File: src/rtl/pause_pkg.sv
package pause_pkg;
  typedef enum logic [0:0] {
    TX_IDLE = 1'b0,
    TX_BUSY = 1'b1
  } tx_state_e;
endpackage

File: src/rtl/pause_prescaler.sv
module pause_prescaler #(
  parameter int unsigned QUANTUM_BITS = 512
) (
  input  logic clk_i,
  input  logic rst_ni,
  input  logic tick_i,
  output logic quantum_o
);
  localparam int unsigned CW = (QUANTUM_BITS > 2) ? $clog2(QUANTUM_BITS) : 1;
  localparam logic [CW-1:0] LAST = CW'(QUANTUM_BITS - 1);

  logic [CW-1:0] cnt_q;

  assign quantum_o = tick_i && (cnt_q == LAST);

  always_ff @(posedge clk_i or negedge rst_ni) begin
    if (!rst_ni) begin
      cnt_q <= '0;
    end else if (tick_i) begin
      if (cnt_q == LAST) cnt_q <= '0;
      else               cnt_q <= cnt_q + 1'b1;
    end
  end
endmodule

File: src/rtl/pause_tx_ctrl.sv
module pause_tx_ctrl
  import pause_pkg::*;
#(
  parameter int unsigned QW = 16
) (
  input  logic          clk_i,
  input  logic          rst_ni,
  input  logic          quantum_i,
  input  logic          req_i,
  input  logic [QW-1:0] quanta_i,
  input  logic [QW-1:0] thresh_i,
  input  logic          done_i,
  output logic          frame_req_o,
  output logic [QW-1:0] frame_quanta_o
);
  tx_state_e     state_q;
  logic          act_q;
  logic [QW-1:0] tmr_q;
  logic [QW-1:0] fq_q;
  logic          start_on, refresh, release_p, tmr_dec;

  assign start_on  = req_i && !act_q;
  assign refresh   = req_i && act_q && (tmr_q <= thresh_i);
  assign release_p = !req_i && act_q;
  assign tmr_dec   = quantum_i && (tmr_q != '0);

  always_ff @(posedge clk_i or negedge rst_ni) begin
    if (!rst_ni) begin
      state_q <= TX_IDLE;
      act_q   <= 1'b0;
      tmr_q   <= '0;
      fq_q    <= '0;
    end else if (state_q == TX_BUSY) begin
      if (done_i) begin
        state_q <= TX_IDLE;
        act_q   <= (fq_q != '0);
        tmr_q   <= fq_q;
      end else if (tmr_dec) begin
        tmr_q <= tmr_q - 1'b1;
      end
    end else begin
      if (tmr_dec) tmr_q <= tmr_q - 1'b1;
      if (start_on || refresh) begin
        state_q <= TX_BUSY;
        fq_q    <= quanta_i;
      end else if (release_p) begin
        state_q <= TX_BUSY;
        fq_q    <= '0;
      end
    end
  end

  assign frame_req_o    = (state_q == TX_BUSY);
  assign frame_quanta_o = fq_q;
endmodule

File: src/rtl/pause_rx_hold.sv
module pause_rx_hold #(
  parameter int unsigned QW = 16
) (
  input  logic          clk_i,
  input  logic          rst_ni,
  input  logic          quantum_i,
  input  logic          ign_i,
  input  logic          vld_i,
  input  logic [QW-1:0] quanta_i,
  output logic          hold_o
);
  logic [QW-1:0] hold_q;

  always_ff @(posedge clk_i or negedge rst_ni) begin
    if (!rst_ni) begin
      hold_q <= '0;
    end else if (vld_i && !ign_i) begin
      hold_q <= quanta_i;
    end else if (quantum_i && (hold_q != '0)) begin
      hold_q <= hold_q - 1'b1;
    end
  end

  assign hold_o = (hold_q != '0) && !ign_i;
endmodule

File: src/rtl/pause_sched.sv
module pause_sched #(
  parameter int unsigned QW           = 16,
  parameter int unsigned QUANTUM_BITS = 512
) (
  input  logic          clk_i,
  input  logic          rst_ni,
  input  logic          tick_i,
  input  logic          tx_pause_en_i,
  input  logic          rx_pause_ign_i,
  input  logic          pause_req_i,
  input  logic [QW-1:0] quanta_i,
  input  logic [QW-1:0] thresh_i,
  output logic          frame_req_o,
  output logic [QW-1:0] frame_quanta_o,
  input  logic          frame_done_i,
  input  logic          rx_pause_vld_i,
  input  logic [QW-1:0] rx_quanta_i,
  output logic          tx_hold_o
);
  logic quantum;
  logic eff_req;

  assign eff_req = pause_req_i && tx_pause_en_i;

  pause_prescaler #(.QUANTUM_BITS(QUANTUM_BITS)) u_presc (
    .clk_i     (clk_i),
    .rst_ni    (rst_ni),
    .tick_i    (tick_i),
    .quantum_o (quantum)
  );

  pause_tx_ctrl #(.QW(QW)) u_tx (
    .clk_i          (clk_i),
    .rst_ni         (rst_ni),
    .quantum_i      (quantum),
    .req_i          (eff_req),
    .quanta_i       (quanta_i),
    .thresh_i       (thresh_i),
    .done_i         (frame_done_i),
    .frame_req_o    (frame_req_o),
    .frame_quanta_o (frame_quanta_o)
  );

  pause_rx_hold #(.QW(QW)) u_rx (
    .clk_i     (clk_i),
    .rst_ni    (rst_ni),
    .quantum_i (quantum),
    .ign_i     (rx_pause_ign_i),
    .vld_i     (rx_pause_vld_i),
    .quanta_i  (rx_quanta_i),
    .hold_o    (tx_hold_o)
  );
endmodule

File: config.mk
export PLATFORM = sky130hd
export DESIGN_NAME = pause_sched
export DESIGN_NICKNAME = d
export VERILOG_FILES = /design/src/rtl/pause_pkg.sv /design/src/rtl/pause_prescaler.sv /design/src/rtl/pause_tx_ctrl.sv /design/src/rtl/pause_rx_hold.sv /design/src/rtl/pause_sched.sv
export SDC_FILE = /design/constraint.sdc
export NUM_CORES = 1
export LEC_CHECK = 0
export ABC_AREA = 1
export BUFFER_PORTS_ARGS = -buffer_cell sky130_fd_sc_hd__buf_2
export CAP_MARGIN = 15
export CELL_PAD_IN_SITES_DETAIL_PLACEMENT = 2
export CELL_PAD_IN_SITES_GLOBAL_PLACEMENT = 2
export CORE_MARGIN = 10
export CORE_UTILIZATION = 29
export DETAILED_ROUTE_END_ITERATION = 6
export PLACE_DENSITY_LB_ADDON = 0.25
export SYNTH_ARGS = -nofsm -noshare
export SYNTH_HDL_FRONTEND = slang
export SYNTH_SLANG_ARGS = --single-unit
File: constraint.sdc
create_clock -name clk_i -period 1.9 [get_ports clk_i]
set_clock_uncertainty 0.15 [all_clocks]
set_input_delay 0.19 -clock clk_i [delete_from_list [all_inputs] [get_ports clk_i]]
set_output_delay 0.19 -clock clk_i [all_outputs]
set_load 0.03 [all_outputs]
==> metrics <==
clock slew at reported path FFs 0.05 ns; RSZ-0062 raised after global routing true; pin count of the biggest net entering global routing 60; Peak VDD IR 642 uV; number of synthesized flops with an enable pin 0; routability cong. 0.808; WS Path Type flip-flop to output port; die footprint 19,000 sq um; clock share of power 0.194; Worst Path Max Fanout 3; Initial Utilization 0.294; Placed Area 4890 sq um; Seq/Total Area, Yosys 0.366; status complete, but fails checks; First DRT Iteration DRCs 227; hold slack -0.0137 ns; drt pass-1 iters 4; Die Y 138 um; Hold Path Depth 3; Switch Pwr 4.56 mW; global-route wire length before repair 28,600 um; final WL 20,400 um; slew at the pin closest to its max-slew limit 0.571 ns; core box area 13,700 sq um; via count 4,598; CTS tree done; nets 785; total global-route track usage 0.196; Worst EP arrival 1.77 ns; Mapped Area 4030 sq um; cell accounting for the most synthesized area dfrtp_1; CP required 1.56 ns; Clock Latency Late Sink 0.36 ns; clock tree buffer depth 2; Mapped Nets 619; commonest cells in the netlist 134 x nand2_1, 67 x inv_1, 59 x dfrtp_1; Detail Route Antenna Nets 0; slew margin rel. 0.619; largest cells by area after synthesis dfrtp_1 37%, nand2_1 12%, nand3_1 6.8%, ha_1 6.5%, inv_1 6.2%; cell with the most instances after synthesis nand2_1; final setup fails 48; drc violations 0; Wirelength per Cell 22.8 um; Final Hold Viols 2; CTS buffer count 9; port buffer count 73; max-slew violations 0; Site Rows 43; Max-Cap Viols 0; Avg Inst Size Synth 7.43 sq um; Switching Fraction 0.482; leak pwr 3.21 nW; Tmin final 2.11 ns; initial antenna violation count 1; I/O Pins 74; H-tree level count 3; PwrDens 1440 nW/um^2; Area Overhead vs Synth 63.2%; synthesis warning total 0; reg2reg path depth 9; FMAX 474 MHz; Chip Width 138 um; vias in the first global route 5,120; fin util 0.479; Yosys cell types 39; GR Overflow Total 0; layout cells sized above 1 0.464; Via density 5.14; ys async rst share 1.00; post-synth top area share 0.366; ys flop type dfrtp_1; Finished Cell Area 6570 sq um; HP Class input pin to flip-flop; Post-DP HPWL 11,400 um; CTS root buf clkbuf_16; sequential share of power 0.243; Pint 4.90 mW; combinational fraction of design power 0.563; failing checks negative hold slack, negative setup slack; Final Worst Setup Slack -0.208 ns; Final Cycle Share 1.11; Startpoint Class flip-flop; CP endpoint kind output port; flops & latches, synth 59; clk sinks 59; Synth Instances 542
-- area by class of cell --
cell class	instances	area, sq um
diodes	1	2.50
clock buffers	9	225
clock inverters	7	92.6
fillers	1481	7150
inverters	72	303
multi-input cells	401	2990
flip-flops and latches	59	1480
well taps	180	225
repair buffers	164	1240
repair inverters	1	16.3
-- repair_timing --
item	CTS	global route
gates resized for setup	107	102
gates cloned	5	0
endpoints found under the hold margin	82	0
pin swaps	36	43
setup buffers	19	8
endpoints found under the setup margin	50	51
hold buffers	24	0
-- final timing paths --
path | end | slack, ns | from
min in group asynchronous | u_tx.tmr_q[15]$_DFF_PN0_ | 0.23 | rst_ni
hold reg to reg | u_presc.cnt_q[7]$_DFFE_PN0P_ | 0.32 | u_presc.cnt_q[6]$_DFFE_PN0P_
setup reg to reg | u_tx.tmr_q[10]$_DFF_PN0_ | -0.21 | u_tx.tmr_q[1]$_DFF_PN0_
setup / recovery | tx_hold_o | -0.21 | u_rx.hold_q[2]$_DFFE_PN0P_
hold / removal | u_rx.hold_q[7]$_DFFE_PN0P_ | -0.01 | rx_quanta_i[7]
max in group asynchronous | u_tx.tmr_q[1]$_DFF_PN0_ | 1.07 | rst_ni
-- kinds of logic (layout without fill, tap and decap cells) --
logic type / count (synthesis) / count (layout) / synth area share
multiplexers: 1 / 1 / 0.00248
flip-flops: 59 / 59 / 0.366
XOR/XNOR: 15 / 15 / 0.0326
AO/OA/AOI/OAI: 69 / 69 / 0.111
buffers and inverters: 85 / 253 / 0.0910
other: 0 / 1 / 0
AND/OR/NAND/NOR: 292 / 295 / 0.331
adder cells (fa/ha/maj): 21 / 21 / 0.0652
-- power by group through the flow --
stage                     clock network (mW)  registers [mW]  logic, mW
final                                   1.84            2.30       5.33
after global placement                     0            2.17       3.61
after detailed placement                   0            2.21       3.81
after floorplan                            0            2.44       2.01
after global routing                    1.93            2.36       5.76
after CTS                               1.82            2.22       4.41
-- placed cells by master, fill, tap and decap left out, types with 11 or more instances in the layout --
cell type | netlist | layout
ha_1 | 21 | 13
nand3_1 | 55 | 15
nor2_1 | 50 | 36
buf_2 | 5 | 72
o21ai_2 | 9 | 16
buf_4 | 0 | 53
nand3_2 | 0 | 34
nor2_2 | 10 | 12
nor2_4 | 1 | 13
inv_1 | 67 | 60
nand2_4 | 4 | 14
dlygate4sd3_1 | 0 | 24
o21ai_1 | 6 | 11
nand2_1 | 134 | 95
nand2_2 | 3 | 27
dfrtp_1 | 59 | 56
a21oi_1 | 14 | 14
-- worst max-delay path: stages, from the launching register on --
cell and delay (ns):
dfrtp_1 0.43, nor2_4 0.15, nand2_2 0.10, nor2_4 0.13, nand2_2 0.07, nor2_1 0.11
nand3_1 0.10, nor2_1 0.11, nor2_1 0.05, buf_4 0.16
-- flip-flops by register name, indices dropped and copies added (netlist names) --
name and flops:
u_tx.frame_quanta_o 16, u_tx.tmr_q 16, u_tx.act_q 1, u_rx.hold_q 16, u_tx.frame_req_o 1, u_presc.cnt_q 9
-- per-stage QoR --
step	std cells	TNS (ns)	power, mW	setup WS [ns]
final	894	-4.91	9.47	-0.208
after global placement	825	-1.77	5.78	-0.170
after global routing	894	-10.01	10.1	-0.316
after floorplan	542	0	4.45	0.00123
after CTS	888	-3.24	8.45	-0.185
after detailed placement	825	-6.19	6.01	-0.281
-- metal layers --
metal	global-route usage	wire length [um]	part of all wire
met5	0	0	0
met4	0.0771	707	0.035
met3	0.0312	810	0.040
met2	0.353	11100	0.55
met1	0.227	7750	0.38
No activity file was read; power rests on OpenSTA's default activity.
